--- config.mk ---
export PLATFORM = sky130hd
export DESIGN_NAME = dbg_reg_seq
export DESIGN_NICKNAME = d
export VERILOG_FILES = /design/src/rtl/dbg_seq_pkg.sv /design/src/rtl/dbg_seq_ctrl.sv /design/src/rtl/dbg_seq_dp.sv /design/src/rtl/dbg_reg_seq.sv
export SDC_FILE = /design/constraint.sdc
export NUM_CORES = 1
export LEC_CHECK = 0
export ABC_CLOCK_PERIOD_IN_PS = 1800
export BUFFER_PORTS_ARGS = -buffer_cell sky130_fd_sc_hd__buf_2
export CORE_MARGIN = 1.5
export CORE_UTILIZATION = 35
export CTS_CLUSTER_SIZE = 12
export DETAILED_ROUTE_END_ITERATION = 10
export GPL_TIMING_DRIVEN = 0
export PLACE_DENSITY = 0.55
export SLEW_MARGIN = 30
export SYNTH_ARGS = -nofsm -noshare
export SYNTH_HDL_FRONTEND = slang
export SYNTH_SLANG_ARGS = --single-unit
--- constraint.sdc ---
create_clock -name clk -period 1.8 [get_ports clk]
set_input_delay 0.18 -clock clk [delete_from_list [all_inputs] [get_ports clk]]
set_output_delay 0.18 -clock clk [all_outputs]
set_load 0.01 [all_outputs]
--- src/rtl/dbg_seq_pkg.sv ---
package dbg_seq_pkg;

  // Shift steps of an access, in the order they can be issued
  typedef enum logic [2:0] {
    STEP_SEL_IR    = 3'd0,
    STEP_SEL_CHAIN = 3'd1,
    STEP_TEST_IR   = 3'd2,
    STEP_WDATA     = 3'd3,
    STEP_ADDR      = 3'd4,
    STEP_RWBIT     = 3'd5,
    STEP_RDATA     = 3'd6
  } seqStep_t;

  // Strobes from control to datapath
  typedef struct packed {
    logic     latchReq;
    logic     loadCmd;
    logic     retire;
    logic     setCache;
    logic     captureRd;
    seqStep_t step;
  } seqStrobe_t;

endpackage

--- src/rtl/dbg_seq_ctrl.sv ---
module dbg_seq_ctrl
  import dbg_seq_pkg::*;
(
  input  logic       clk,
  input  logic       rstN,
  input  logic       reqValid,
  input  logic       engDone,
  input  logic       cacheHit,
  input  logic       opWrite,
  output seqStrobe_t strobes,
  output logic       done
);

  typedef enum logic [1:0] {S_IDLE, S_ISSUE, S_WAIT} ctlState_t;

  ctlState_t state, stateNext;
  seqStep_t  step, stepNext;
  logic      lastStep;

  function automatic seqStep_t followStep(seqStep_t s, logic wr);
    case (s)
      STEP_SEL_IR:    return STEP_SEL_CHAIN;
      STEP_SEL_CHAIN: return STEP_TEST_IR;
      STEP_TEST_IR:   return wr ? STEP_WDATA : STEP_ADDR;
      STEP_WDATA:     return STEP_ADDR;
      STEP_ADDR:      return STEP_RWBIT;
      STEP_RWBIT:     return STEP_RDATA;
      default:        return STEP_RDATA;
    endcase
  endfunction

  always_comb lastStep = (step == STEP_RDATA) || ((step == STEP_RWBIT) && opWrite);

  always_comb begin
    strobes   = '0;
    strobes.step = step;
    stateNext = state;
    stepNext  = step;
    case (state)
      S_IDLE: begin
        if (reqValid) begin
          strobes.latchReq = 1'b1;
          stepNext  = cacheHit ? STEP_TEST_IR : STEP_SEL_IR;
          stateNext = S_ISSUE;
        end
      end
      S_ISSUE: begin
        strobes.loadCmd = 1'b1;
        stateNext = S_WAIT;
      end
      default: begin
        if (engDone) begin
          strobes.retire    = 1'b1;
          strobes.setCache  = (step == STEP_SEL_CHAIN);
          strobes.captureRd = (step == STEP_RDATA);
          if (lastStep) begin
            stateNext = S_IDLE;
          end else begin
            stepNext  = followStep(step, opWrite);
            stateNext = S_ISSUE;
          end
        end
      end
    endcase
  end

  always_ff @(posedge clk) begin
    if (!rstN) begin
      state <= S_IDLE;
      step  <= STEP_SEL_IR;
      done  <= 1'b0;
    end else begin
      state <= stateNext;
      step  <= stepNext;
      done  <= (state == S_WAIT) && engDone && lastStep;
    end
  end

  // completion is a single-cycle pulse
  a_r6_done_pulse: assert property (@(posedge clk) disable iff (!rstN)
    done |=> !done);

  // completion follows an engine completion
  a_r6_done_after_eng: assert property (@(posedge clk) disable iff (!rstN)
    done |-> $past(engDone));

  // no request is taken while an access runs
  a_r8_busy_ignores: assert property (@(posedge clk) disable iff (!rstN)
    (state == S_WAIT) && !engDone |=> !strobes.latchReq);

endmodule

--- src/rtl/dbg_seq_dp.sv ---
module dbg_seq_dp
  import dbg_seq_pkg::*;
#(
  parameter int DATA_W   = 32,
  parameter int ADDR_W   = 5,
  parameter int IR_W     = 4,
  parameter int CHAIN_ID = 2,
  parameter logic [IR_W-1:0] CODE_SCAN   = 4'h2,
  parameter logic [IR_W-1:0] CODE_INTEST = 4'hC,
  localparam int LEN_W   = $clog2(DATA_W + 1)
) (
  input  logic              clk,
  input  logic              rstN,
  input  logic              tapReset,
  input  logic              reqWrite,
  input  logic [ADDR_W-1:0] reqAddr,
  input  logic [DATA_W-1:0] reqWdata,
  input  seqStrobe_t        strobes,
  input  logic              engDone,
  input  logic [DATA_W-1:0] engCapture,
  output logic              opWrite,
  output logic              cacheHit,
  output logic              engReq,
  output logic              engIsIr,
  output logic [LEN_W-1:0]  engLen,
  output logic [DATA_W-1:0] engData,
  output logic              engExit,
  output logic              engIdle,
  output logic [DATA_W-1:0] rdData
);

  localparam logic [IR_W-1:0] CHAIN_CODE = IR_W'(CHAIN_ID);

  logic [ADDR_W-1:0] opAddr;
  logic [DATA_W-1:0] opWdata;
  logic              cacheValid;
  logic [IR_W-1:0]   cacheChain;

  // Next command fields for the current step
  logic              cmdIsIr, cmdExit, cmdIdle;
  logic [LEN_W-1:0]  cmdLen;
  logic [DATA_W-1:0] cmdData;

  generate
    if (DATA_W < IR_W || DATA_W < ADDR_W) begin : g_bad_width
      initial $display("dbg_seq_dp: DATA_W narrower than a field");
    end
  endgenerate

  always_comb cacheHit = cacheValid && (cacheChain == CHAIN_CODE);

  always_comb begin
    cmdIsIr = 1'b0;
    cmdExit = 1'b1;
    cmdIdle = 1'b1;
    cmdLen  = LEN_W'(IR_W);
    cmdData = '0;
    case (strobes.step)
      STEP_SEL_IR: begin
        cmdIsIr = 1'b1;
        cmdIdle = 1'b0;
        cmdData = DATA_W'(CODE_SCAN);
      end
      STEP_SEL_CHAIN: begin
        cmdIdle = 1'b0;
        cmdData = DATA_W'(CHAIN_CODE);
      end
      STEP_TEST_IR: begin
        cmdIsIr = 1'b1;
        cmdData = DATA_W'(CODE_INTEST);
      end
      STEP_WDATA: begin
        cmdExit = 1'b0;
        cmdIdle = 1'b0;
        cmdLen  = LEN_W'(DATA_W);
        cmdData = opWdata;
      end
      STEP_ADDR: begin
        cmdExit = 1'b0;
        cmdIdle = 1'b0;
        cmdLen  = LEN_W'(ADDR_W);
        cmdData = DATA_W'(opAddr);
      end
      STEP_RWBIT: begin
        cmdLen  = LEN_W'(1);
        cmdData = DATA_W'(opWrite);
      end
      default: begin
        cmdLen  = LEN_W'(DATA_W);
      end
    endcase
  end

  always_ff @(posedge clk) begin
    if (!rstN) begin
      opWrite <= 1'b0;
      opAddr  <= '0;
      opWdata <= '0;
    end else if (strobes.latchReq) begin
      opWrite <= reqWrite;
      opAddr  <= reqAddr;
      opWdata <= reqWdata;
    end
  end

  always_ff @(posedge clk) begin
    if (!rstN) begin
      engReq  <= 1'b0;
      engIsIr <= 1'b0;
      engLen  <= '0;
      engData <= '0;
      engExit <= 1'b0;
      engIdle <= 1'b0;
    end else if (strobes.loadCmd) begin
      engReq  <= 1'b1;
      engIsIr <= cmdIsIr;
      engLen  <= cmdLen;
      engData <= cmdData;
      engExit <= cmdExit;
      engIdle <= cmdIdle;
    end else if (strobes.retire) begin
      engReq  <= 1'b0;
    end
  end

  always_ff @(posedge clk) begin
    if (!rstN || tapReset) begin
      cacheValid <= 1'b0;
      cacheChain <= '0;
    end else if (strobes.setCache) begin
      cacheValid <= 1'b1;
      cacheChain <= CHAIN_CODE;
    end
  end

  always_ff @(posedge clk) begin
    if (!rstN) begin
      rdData <= '0;
    end else if (strobes.captureRd) begin
      rdData <= engCapture;
    end
  end

  // command held stable until the engine finishes
  a_r9_hold: assert property (@(posedge clk) disable iff (!rstN)
    engReq && !engDone |=> engReq && $stable(engData) && $stable(engLen)
                           && $stable(engIsIr) && $stable(engExit) && $stable(engIdle));

  // command withdrawn after completion
  a_r9_drop: assert property (@(posedge clk) disable iff (!rstN)
    engReq && engDone |=> !engReq);

  // a chain-select instruction never routes through Run-Test/Idle
  a_r2_select_no_idle: assert property (@(posedge clk) disable iff (!rstN)
    engReq && engIsIr && (engData[IR_W-1:0] == CODE_SCAN) |-> engExit && !engIdle);

  // TAP reset drops the cached chain
  a_r7_invalidate: assert property (@(posedge clk) disable iff (!rstN)
    tapReset |=> !cacheHit);

endmodule

--- src/rtl/dbg_reg_seq.sv ---
module dbg_reg_seq
  import dbg_seq_pkg::*;
#(
  parameter int DATA_W   = 32,
  parameter int ADDR_W   = 5,
  parameter int IR_W     = 4,
  parameter int CHAIN_ID = 2,
  parameter logic [IR_W-1:0] CODE_SCAN   = 4'h2,
  parameter logic [IR_W-1:0] CODE_INTEST = 4'hC,
  localparam int LEN_W   = $clog2(DATA_W + 1)
) (
  input  logic              clk,
  input  logic              rstN,
  input  logic              tapReset,
  input  logic              reqValid,
  input  logic              reqWrite,
  input  logic [ADDR_W-1:0] reqAddr,
  input  logic [DATA_W-1:0] reqWdata,
  output logic [DATA_W-1:0] rdData,
  output logic              done,
  output logic              engReq,
  output logic              engIsIr,
  output logic [LEN_W-1:0]  engLen,
  output logic [DATA_W-1:0] engData,
  output logic              engExit,
  output logic              engIdle,
  input  logic              engDone,
  input  logic [DATA_W-1:0] engCapture
);

  seqStrobe_t strobes;
  logic       cacheHit;
  logic       opWrite;

  dbg_seq_ctrl i_ctrl (
    .clk      (clk),
    .rstN     (rstN),
    .reqValid (reqValid),
    .engDone  (engDone),
    .cacheHit (cacheHit),
    .opWrite  (opWrite),
    .strobes  (strobes),
    .done     (done)
  );

  dbg_seq_dp #(
    .DATA_W      (DATA_W),
    .ADDR_W      (ADDR_W),
    .IR_W        (IR_W),
    .CHAIN_ID    (CHAIN_ID),
    .CODE_SCAN   (CODE_SCAN),
    .CODE_INTEST (CODE_INTEST)
  ) i_dp (
    .clk        (clk),
    .rstN       (rstN),
    .tapReset   (tapReset),
    .reqWrite   (reqWrite),
    .reqAddr    (reqAddr),
    .reqWdata   (reqWdata),
    .strobes    (strobes),
    .engDone    (engDone),
    .engCapture (engCapture),
    .opWrite    (opWrite),
    .cacheHit   (cacheHit),
    .engReq     (engReq),
    .engIsIr    (engIsIr),
    .engLen     (engLen),
    .engData    (engData),
    .engExit    (engExit),
    .engIdle    (engIdle),
    .rdData     (rdData)
  );

endmodule

### Word level (Yosys, flattened, before mapping)

Index checks and enable logic that the tools add are counted.

* word-level logic and storage cells: 67
* flip-flop bits (word level): 119
* output and inout bits: 75
* input port bits: 75

* reductions and logical operators: 19
* bitwise operators: 1
* mux-type cells: 23
* equal/unequal tests: 10

Operator list (count)
* 32-bit case mux with 5 select lines: 1
* 3-bit 2-to-1 mux: 6
* 6-bit case mux with 3 select lines: 1
* 3-bit case mux with 5 select lines: 1
* 3-bit equality test (second input constant): 3
* 1-bit 2-to-1 mux: 9
* 2-bit OR reduction: 4
* 3-bit by 2-bit equality test with 1-bit output (second input constant): 2
* 2-bit 2-to-1 mux: 3
* 3-bit case mux with 2 select lines: 1
* 2-bit inequality test (second input constant): 2
* 2-bit case mux with 2 select lines: 1
* 4-bit AND reduction: 1
* 2-bit nonzero test: 2
* 4-bit OR reduction: 1
* 3-bit by 1-bit equality test with 1-bit output (second input constant): 1
* 1-bit logical AND: 3
* 3-bit zero test: 1
* 3-bit nonzero test: 1
* 3-bit OR reduction: 1
* 2-bit by 1-bit equality test with 1-bit output (second input constant): 1
* 2-bit equality test (second input constant): 1
* 2-bit zero test: 1
* 1-bit logical OR: 2
* other kinds (3): 3

### Longest topological paths before layout

Gate-level depths: netlist (run 1).

* word-level depth: 6
* mapped depth: 7
* depth with buffers taken out: 4

### Hierarchy

Synthesis (run 1) repeated with hierarchy kept, for this count alone.

* cell total of the unflattened synthesis: 460
* area total of the unflattened synthesis: 4764.6 um^2

By module, submodules not included
* dbg_seq_dp: area each 4414.2 um^2, cells each 416, seq. area each 2202.1 um^2, instances 1
* dbg_seq_ctrl: area each 350.3 um^2, cells each 44, seq. area each 120.1 um^2, instances 1

### Worst setup path before layout (run 1)

No wires, ideal clock.

* path type: flip-flop to flip-flop
* start point: register i_ctrl.step[2]
* end point: register i_dp.engData[11]
* setup slack: 462 ps
* setup time: 135 ps
* buffers on the path: 3
* data required time: 1665 ps
* clock period less this slack: 1338 ps
* cell stages (with the launch flop): 8
* data arrival time: 1203 ps
* cells stage by stage: dfxtp_1 > buf_4 > and3b_1 > and2_1 > buf_6 > buf_12 > a22oi_2 > nor2_2

* word-level cells in the longest chain between the ends: 3
* elaborated cells between the ends (all ways): 8
* those cells by class: eq/ne: 5; mux: 1; reduce/logical: 2

RTL lines
* from (decl): line dbg_seq_ctrl.sv:17 `seqStep_t step, stepNext;`
* from (signal assigned): line dbg_seq_ctrl.sv:74 `step <= stepNext;`
* 3-bit by 1-bit equality test with 1-bit output / 3-bit zero test (equally long branches): line dbg_seq_dp.sv:58 `case (strobes.step)`
* 2-bit OR reduction (no source line)
* 32-bit case mux with 5 select lines *: line dbg_seq_dp.sv:58
* to (signal assigned): line dbg_seq_dp.sv:118 `engData <= cmdData;`
* to (decl): line dbg_seq_dp.sv:26 `output logic [DATA_W-1:0] engData,`

Every way passes the cells marked *; elsewhere a longest branch is shown, timed or not.
A chain may end at the register's enable or synchronous reset.

### Worst setup path after layout (run 1)

* start point: register i_ctrl.step[2]
* end point: register i_dp.engData[24]

Same word-level chain as after synthesis.

==> metrics, run 1 <==
H-tree Lvls 4; maximum vdd drop approximately 0.53 mV; Area Overhead vs Synth 41.83%; Mean Syn Cell Area 8.697 um2; top-count cell post-synth nand2_1; Via-to-Cell Ratio between 4 and 5; final wirelength 11770 um; DRT Pass-1 Iters 4; ys async rst share 0; Post-synth EDFFs 0; Tot Pwr 6.553 mW; post-synthesis register bit count 116; Crit Path Max Fanout 10; Max Cap Violations 0; Rows 40; antenna cells 0; crit path DAT around 1.8 ns; Slew Limit Headroom 0.5145; P per Cell Area 1044 nW/um2; gpl congestion 0.7755; Nets 784; Final Setup Violations 0; P_leak 2.651 nW; CTS max path bufs 2; Top delay family on crit path simple AND/OR/NAND/NOR gates; Tcrit/Tclk final 0.8360; worst min path class in -> reg; initial antenna violation count 0; crit-path cells buf_4 > and3b_1 > and2_1 > buf_6 > buf_12 > a22oi_2 > nor2_2; Die X-Extent roughly 120 um; CTS tree yes; total grt overflow 0; initial DRC count 218; die area 13330 um2; Netlist cell types 39; Place WS 0.2849 ns; RSZ-0062 raised after global routing false; Die Y between 100 and 150 um; sinks on the clock net 116; fill count 1187; # Post-CTS Setup Buffers 0; Critical Path Source Type flip-flop; placed standard-cell area 5375 um2; Clock Skews 0.005313 ns; Syn Inst Count 509; worst setup path category reg -> reg; global-route wire length before repair 18970 um; status completed; TNS Setup 0 ns; Reg clk slew, reported paths approximately 0.05 ns; worst path buffer plus inverter count 3; Post-synth top cells nand2_1, dfxtp_1, a21oi_1; HPWL after DPL 8325 um; Final Instance Count excl. Fillers between 800 and 900; final hold violations 0; largest area contributor in the netlist dfxtp_1; Yosys top cell area share 0.5246; via count 4124; post-synthesis sequential area ratio 0.5246; post-layout min period 1.505 ns; WP data required 2.07 ns; uppermost routed layer met4; max incr delay on CP around 0.3 ns; Setup WS post-layout approximately 0.30 ns; CTS root buf clkbuf_16; slowest CP cell dfxtp_1; prevailing post-synth register cell dfxtp_1; CTS Buf Count 17; DRT antenna net count 0; Ports 150; Initial Utilization 0.3640; Post-Syn Area 4427 um2; Storage cell area 2322 um2; vias in the first global route about 4000; yosys warns 0; pin count of the biggest net entering global routing 17; Highest Clock Rate between 600 and 700 MHz; Tot GR Track Use 0.1847; core area 12160 um2; PostCTS Resize Cnt 0; Design Area, Final approximately 6300 um2; Util after Layout 0.5163; clk_lat worst skew 0.41 ns; WL/cell 13.28 um; area used by multi-input combinational logic between 1500 and 2000 um2; wl on met1 5272 um; Hold Worst Slack 0.01811 ns; Slew @ Worst Pin 0.7283 ns; met2 wire length 5376 um; WL met3 ~1000 um; fraction of layout instances using a drive strength above 1 0.3412; placed cell count roughly 830; IO buf count ~150; Final Max Slew Viols 0; top cells by area, synth dfxtp_1, nand2_1, a21oi_1, a22oi_2, nor2_2; CP Capture Type flip-flop; Residual DRC 0
cells in the final DEF, fill, tap and decap left out, drive strengths merged, types with 2 or more instances in the layout:
master         n
a21oi         82
or3            2
a211oi         5
mux2i          3
dlygate4sd3   33
o211ai         5
a31oi          4
buf          176
nor3           7
dfxtp        116
nor2          36
conb           3
nand2b         4
clkbuf        36
inv            4
and2           3
a22oi         27
o21ai          6
bufinv         2
nand2        148
clkinv         3
and3b          2
final timing paths:
path,cells past startpoint,startpoint,slack [ns],end
min reg2reg,2,i_dp.rdData[24]$_SDFFE_PN0P_,0.45,i_dp.rdData[24]$_SDFFE_PN0P_
max reg2reg,7,i_ctrl.step[2]$_SDFFE_PN0P_,0.30,i_dp.engData[24]$_SDFFE_PN0P_
min,3,reqWdata[21],0.02,i_dp.opWdata[21]$_SDFFE_PN0P_
max,7,i_ctrl.step[2]$_SDFFE_PN0P_,0.30,i_dp.engData[24]$_SDFFE_PN0P_
kinds of logic after synthesis:
logic type,synth area share
AO/OA/AOI/OAI,0.1979
flip-flops,0.5246
buffers and inverters,0.06501
multiplexers,0.006784
AND/OR/NAND/NOR,0.2049
other,0.0008471
cell type report:
class	instances	area share
inverter	4	0.002391
timing repair buffer	179	0.1690
sequential	116	0.3699
clock inverter	5	0.01196
buffer	43	0.04344
clock buffer	23	0.07931
multi-input combinational	348	0.2906
tap	168	0.03348
worst register-to-register path, delay by kind of cell, from the launching register on:
kind            cells  cell delay, ns
simple gates        3            0.46
buf+inv             3            0.46
flops               1            0.30
compound gates      1            0.15
metal layers:
metal | vias up | global-route usage
li1 | 2106 | -
met1 | 1868 | 0.2188
met2 | 139 | 0.3026
met3 | 11 | 0.07008
met4 | 0 | 0.07407
met5 | - | 0
flip-flops by register name, summed over array words and instances (netlist names), 2 cells and up:
name	cells
i_ctrl.state	2
i_ctrl.step	3
i_dp.engData	32
i_dp.engLen	3
i_dp.opAddr	5
i_dp.opWdata	32
i_dp.rdData	32
report_power, final:
part	internal (mW)	total, mW	leakage, nW	switching [mW]
clock	2.18	3.23	0.287	1.06
sequential	2.67	2.73	0.942	0.0615
combinational	0.251	0.588	1.42	0.337
total	5.10	6.55	2.65	1.46
repair_timing:
action / 4_1_cts / 5_1_grt
endpoints found under the hold margin: 33 / 0
hold buffers: 33 / 0
endpoints found under the setup margin: 0 / 0
(Power assumes the default switching activity.)
==> run 2: changes to the inputs <==
- ABC_CLOCK_PERIOD_IN_PS: 1800 -> 1290
- PLACE_DENSITY: 0.55 -> 0.57
- clock period: 1.8 -> 1.29 ns (I/O delays scaled with it)
==> run 2 against run 1 <==
Net effect: count of clock-buffer cells in the layout rose by 3; the flow now finishes with violations (setup timing); global-route usage grew 1.2 points; highest routed layer unchanged; cell count is 6.8% higher; combinational power increased by 100%; final area rose by 17%; critical path type unchanged; setup slack lost 0.34 ns; critical endpoint is now i_dp.engData[10]$_SDFFE_PN0P_.
==> metrics, run 2 (same netlist as run 1, synthesis figures left out) <==
Area Overhead vs Synth 65.38% (was 41.83%); DRT antenna net count 0 (unchanged); failing checks setup timing; Tcrit/Tclk final 1.033 (was 0.8360); initial DRC count 182 (was 218); Place WS -0.1741 ns (was 0.2849 ns); Die Y 115.5 um (unchanged); CTS tree yes (unchanged); commonest non-fill, non-tap cell in the layout buf_2 (unchanged); final hold violations 0 (unchanged); vias in the first global route 4183 (was 4034); total grt overflow 0 (unchanged); CTS Buf Count 17 (unchanged); P per Cell Area 1288 nW/um2 (was 1044 nW/um2); Hold Worst Slack 0.02724 ns (was 0.01811 ns); IO buf count 146 (unchanged); Rows 40 (unchanged); Crit Path Max Fanout 4 (was 10); Design Area, Final 7321 um2 (was 6279 um2); biggest regs i_dp.engData x32, i_dp.opWdata x32, i_dp.rdData x32 (unchanged); FF-to-FF setup slack -0.04 ns (was 0.30 ns); CTS max path bufs 2 (unchanged); Int Pwr 7.224 mW (was 5.097 mW); P_leak 3.144 nW (was 2.651 nW); Clock Skews 0.009735 ns (was 0.005313 ns); area used by multi-input combinational logic 2153 um2 (was 1824 um2); WL met3 956 um (was 976 um); maximum vdd drop 0.9062 mV (was 0.5333 mV); Comb pwr share 0.125 (was 0.090); switching portion of total power 0.2340 (was 0.2222); HPWL after DPL 8431 um (was 8325 um); Die X-Extent 115.5 um (unchanged); wl on met1 5683 um (was 5272 um); Nets 842 (was 784); WP data required 1.57 ns (was 2.07 ns); final wirelength 13600 um (was 11770 um); pin count of the biggest net entering global routing 17 (unchanged); gpl congestion 0.7937 (was 0.7755); placed standard-cell area 5379 um2 (was 5375 um2); fill count 1073 (was 1187); met2 wire length 6805 um (was 5376 um); via count 4438 (was 4124); Critical Path Source Type flip-flop (unchanged); Reg clk slew, reported paths 0.05 ns (about the same); clk_lat worst skew 0.42 ns (was 0.41 ns); commonest cells after routing, fill and taps aside buf_2, nand2_1, dfxtp_1 (unchanged); H-tree Lvls 4 (unchanged); worst min path class in -> reg (unchanged); Storage cell area 2336 um2 (was 2322 um2); Tot GR Track Use 0.1970 (was 0.1847); Slew @ Worst Pin 0.7446 ns (was 0.7283 ns); crit path launch i_ctrl.step[2]$_SDFFE_PN0P_ (unchanged); Worst Reg2Reg Path Length in Cells 6 (was 7); CP Capture Type flip-flop (unchanged); CTS root buf clkbuf_16 (unchanged); RSZ-0062 raised after global routing true (was false); R2R Path Start i_ctrl.step[2]$_SDFFE_PN0P_ (unchanged); Final Setup Violations 63 (was 0); initial antenna violation count 0 (unchanged); slowest CP cell dfxtp_4 (was dfxtp_1); Slew Limit Headroom 0.5036 (was 0.5145); Max Cap Violations 0 (unchanged); crit-path cells and3b_2 > and2_4 > buf_8 > buf_6 > a22oi_2 > nor2_1 (was buf_4 > and3b_1 > and2_1 > buf_6 > buf_12 > a22oi_2 > nor2_2); Ports 150 (unchanged); max incr delay on CP 0.35 ns (was 0.30 ns); DRT Pass-1 Iters 4 (unchanged); die area 13330 um2 (unchanged); worst setup path endpoint i_dp.engData[10]$_SDFFE_PN0P_ (was i_dp.engData[24]$_SDFFE_PN0P_); Switching Power 2.207 mW (was 1.456 mW); crit path DAT 1.61 ns (was 1.77 ns); WL/cell 14.38 um (was 13.28 um); status finished with violations (was completed); Clock power frac 0.470 (was 0.493); Flop pwr share 0.405 (was 0.417); antenna cells 0 (unchanged); Via-to-Cell Ratio 4.691 (was 4.655); uppermost routed layer met4 (unchanged); Setup WS post-layout -0.04274 ns (was 0.2951 ns); core area 12160 um2 (unchanged); Initial Utilization 0.3640 (unchanged); Final Max Slew Viols 0 (unchanged); Highest Clock Rate 750.3 MHz (was 664.5 MHz); post-layout min period 1.333 ns (was 1.505 ns); Top delay family on crit path simple AND/OR/NAND/NOR gates (unchanged); Crit path depth 6 (was 7); fraction of layout instances using a drive strength above 1 0.4319 (was 0.3412); Util after Layout 0.6020 (was 0.5163); Residual DRC 0 (unchanged); worst setup path category reg -> reg (unchanged); global-route wire length before repair 20110 um (was 18970 um); reg-to-reg endpoint i_dp.engData[10]$_SDFFE_PN0P_ (was i_dp.engData[24]$_SDFFE_PN0P_); worst path buffer plus inverter count 2 (was 3); sinks on the clock net 116 (unchanged)
==> run 2: worst min path at each step <==
stage                     startpoint                         endpoint  cells past startpoint
after global routing            rstN        i_dp.engIdle$_SDFFE_PN0P_                      3
final                           rstN        i_dp.engIdle$_SDFFE_PN0P_                      3
after floorplan             tapReset  i_dp.cacheChain[1]$_SDFFE_PP0P_                      1
after global placement      tapReset  i_dp.cacheChain[1]$_SDFFE_PP0P_                      2
after detailed placement    tapReset  i_dp.cacheChain[1]$_SDFFE_PP0P_                      2
after CTS                       rstN        i_dp.engIdle$_SDFFE_PN0P_                      3
==> run 2: cell type report <==
cell class | count | share of cell area
multi-input combinational | 348 | 0.2941
buffer | 41 | 0.04888
sequential | 116 | 0.3191
clock inverter | 4 | 0.006153
timing repair buffer | 239 | 0.2297
clock buffer | 26 | 0.07093
tap | 168 | 0.02871
inverter | 4 | 0.002393
==> run 2: worst reg2reg max path, stage by stage (launching register included) <==
cell,delay (ns)
dfxtp_4,0.35
and3b_2,0.22
and2_4,0.15
buf_8,0.14
buf_6,0.13
a22oi_2,0.14
nor2_1,0.06
==> run 2: timing repair <==
action,4_1_cts,5_1_grt
cloned,2,3
pin swaps,6,43
setup endpoints to repair,100,93
hold endpoints to repair,72,0
gates resized for setup,46,91
hold buffers,72,0
buffers inserted,10,7
==> run 2: metrics by stage <==
stage	instances	setup TNS, ns	power [mW]
CTS	938	-2.094	9.326
finish	946	-1.292	9.431
detailed placement	825	-12.73	4.634
global placement	825	-11.27	4.617
floorplan	511	-0.5028	4.321
global route	946	-6.429	9.804
==> run 2: power by group through the flow <==
stage          Clock [mW]  Combinational (mW)  Sequential, mW
4_1_cts              4.51                1.00            3.81
2_1_floorplan           0               0.443            3.88
3_5_place_dp            0               0.753            3.88
6_report             4.43                1.18            3.82
3_3_place_gp            0               0.742            3.87
5_1_grt              4.69                1.28            3.83
==> run 2: layer usage <==
layer / global-route usage / vias up
met5: 0 / -
met4: 0.05926 / 0
met3: 0.07845 / 16
met2: 0.3385 / 142
met1: 0.2259 / 2056
li1: - / 2224
==> run 3: changes to the inputs <==
- CORE_UTILIZATION: 35 -> 45
- PLACE_DENSITY: 0.57 -> 0.72
==> run 3 against run 2 <==
Net effect: the flow still finishes with violations (setup timing); setup slack got worse by 0.015 ns; non-clock buffer count unchanged; routed wire length decreased by 0.50%; clock skew is 0.0029 ns lower; critical path depth is 1 lower; fmax decreased by 1.1%; global-route usage is 6.0 points higher; first-iteration DRC count rose by 7.1%; register-to-register slack about the same; highest routed layer unchanged.
==> metrics, run 3 (same netlist as run 1, synthesis figures left out) <==
CP Capture Type flip-flop (unchanged); DRT Pass-1 Iters 4 (unchanged); Die X-Extent 102.2 um (was 115.5 um); Nets 842 (unchanged); crit-path cells and2b_2 > and3_4 > buf_6 > nand2_1 > a21oi_1 (was and3b_2 > and2_4 > buf_8 > buf_6 > a22oi_2 > nor2_1); Clock Skews 0.006882 ns (was 0.009735 ns); Residual DRC 0 (unchanged); Tot GR Track Use 0.2569 (was 0.1970); Area Overhead vs Synth 60.26% (was 65.38%); Highest Clock Rate 742.2 MHz (was 750.3 MHz); commonest non-fill, non-tap cell in the layout buf_2 (unchanged); RSZ-0062 raised after global routing true (unchanged); P per Cell Area 1309 nW/um2 (was 1288 nW/um2); antenna cells 0 (unchanged); vias in the first global route 4513 (was 4183); Hold Worst Slack 0.02154 ns (was 0.02724 ns); placed cell count 790 (was 825); Via-to-Cell Ratio 4.969 (was 4.691); via count 4527 (was 4438); placed standard-cell area 5335 um2 (was 5379 um2); Final Instance Count excl. Fillers 911 (was 946); HPWL after DPL 7936 um (was 8431 um); Setup WS post-layout -0.05742 ns (was -0.04274 ns); Slew Limit Headroom 0.5352 (was 0.5036); CTS max path bufs 2 (unchanged); die area 10440 um2 (was 13330 um2); Rows 36 (was 40); Tcrit/Tclk final 1.045 (was 1.033); total grt overflow 0 (unchanged); WL/cell 14.86 um (was 14.38 um); CTS root buf clkbuf_8 (was clkbuf_16); H-tree Lvls 4 (unchanged); post-layout min period 1.347 ns (was 1.333 ns); Slew @ Worst Pin 0.6973 ns (was 0.7446 ns); Ports 150 (unchanged); P_leak 3.011 nW (was 3.144 nW); WP data required 1.72 ns (was 1.57 ns); Tot Pwr 9.285 mW (was 9.431 mW); core area 9639 um2 (was 12160 um2); Initial Utilization 0.4592 (was 0.3640); initial DRC count 195 (was 182); Final Max Slew Viols 0 (unchanged); worst min path class in -> reg (unchanged); pin count of the biggest net entering global routing 17 (unchanged); Critical Path Source Type flip-flop (unchanged); maximum vdd drop 0.7448 mV (was 0.9062 mV); CTS tree yes (unchanged); sinks on the clock net 116 (unchanged); clk_lat worst skew 0.52 ns (was 0.42 ns); biggest regs i_dp.engData x32, i_dp.opWdata x32, i_dp.rdData x32 (unchanged); final hold violations 0 (unchanged); CTS Buf Count 17 (unchanged); Max Cap Violations 0 (unchanged); fill count 677 (was 1073); initial antenna violation count 0 (unchanged); Place WS -0.1611 ns (was -0.1741 ns); max incr delay on CP 0.35 ns (about the same); Crit Path Max Fanout 8 (was 4); worst setup path category reg -> reg (unchanged); failing checks setup timing (unchanged); crit path DAT 1.78 ns (was 1.61 ns); gpl congestion 0.7956 (was 0.7937); Final Setup Violations 35 (was 63); status finished with violations (unchanged); commonest cells after routing, fill and taps aside buf_2, nand2_1, dfxtp_1 (unchanged); Reg clk slew, reported paths 0.05 ns (about the same); global-route wire length before repair 20460 um (was 20110 um); slowest CP cell dfxtp_4 (unchanged); fraction of layout instances using a drive strength above 1 0.4100 (was 0.4319); final wirelength 13540 um (was 13600 um); FF-to-FF setup slack -0.06 ns (was -0.04 ns); Design Area, Final 7094 um2 (was 7321 um2); IO buf count 146 (unchanged); DRT antenna net count 0 (unchanged); Die Y 102.2 um (was 115.5 um)
-- run 3: cell count changes in the layout (fill, tap and decap cells not counted), sizes merged --
cell,change
clkbuf,-2
bufinv,+1
dlygate4sd3,+1
-- run 3: repair_timing --
item / in CTS / in global routing
pin swaps: 15 / 36
hold buffers: 73 / 0
cloned: 4 / 1
endpoints found under the setup margin: 97 / 84
gates resized for setup: 60 / 46
hold endpoints to repair: 80 / 0
setup buffers: 14 / 4
-- run 3: power by group --
| part | switching (mW) | internal [mW] | leakage [nW] | total (mW) |
|---|---|---|---|---|
| Sequential | 0.101 | 3.72 | 0.945 | 3.82 |
| Combinational | 0.541 | 0.536 | 1.79 | 1.08 |
| Clock | 1.52 | 2.87 | 0.272 | 4.38 |
-- run 3: per-stage QoR --
stage | setup TNS [ns] | util
finish | -0.7063 | 0.7360
global route | -3.024 | 0.7360
CTS | -2.118 | 0.7200
detailed placement | -11.08 | 0.5535
global placement | -9.029 | 0.5535
floorplan | -0.5028 | -
-- run 3: area by class of cell --
class / instances / area [um2] / share of cell area
Sequential cell: 116 / 2336 / 0.3293
Multi-Input combinational cell: 348 / 2023 / 0.2852
Timing Repair Buffer: 242 / 1703 / 0.2400
Clock buffer: 25 / 474.2 / 0.06684
Buffer: 38 / 299.0 / 0.04215
Tap cell: 133 / 166.4 / 0.02346
Clock inverter: 5 / 75.07 / 0.01058
Inverter: 4 / 17.52 / 0.002469
-- run 3: critical path, delay by kind of cell, from the launching register on --
kind	cells	cell delay [ns]
simple gates	3	0.63
buf+inv	1	0.15
compound gates	1	0.14
flops	1	0.35
-- run 3: path summary, 6_finish.rpt --
| kind | startpoint | end | cells after the start |
|---|---|---|---|
| setup / recovery | i_ctrl.step[0]$_SDFFE_PN0P_ | i_dp.rdData[20]$_SDFFE_PN0P_ | 5 |
| hold / removal | rstN | i_ctrl.step[0]$_SDFFE_PN0P_ | 4 |
| setup reg to reg | i_ctrl.step[0]$_SDFFE_PN0P_ | i_dp.rdData[20]$_SDFFE_PN0P_ | 5 |
| hold reg to reg | i_dp.rdData[14]$_SDFFE_PN0P_ | i_dp.rdData[14]$_SDFFE_PN0P_ | 2 |
-- run 3: routing by layer --
| layer | vias up | global-route usage | routed length, um |
|---|---|---|---|
| met3 | 33 | 0.07866 | 917 |
| met2 | 182 | 0.4483 | 6798 |
| li1 | 2221 | - | - |
| met4 | 0 | 0.1286 | 357 |
| met5 | - | 0 | 0 |
| met1 | 2091 | 0.2826 | 5462 |
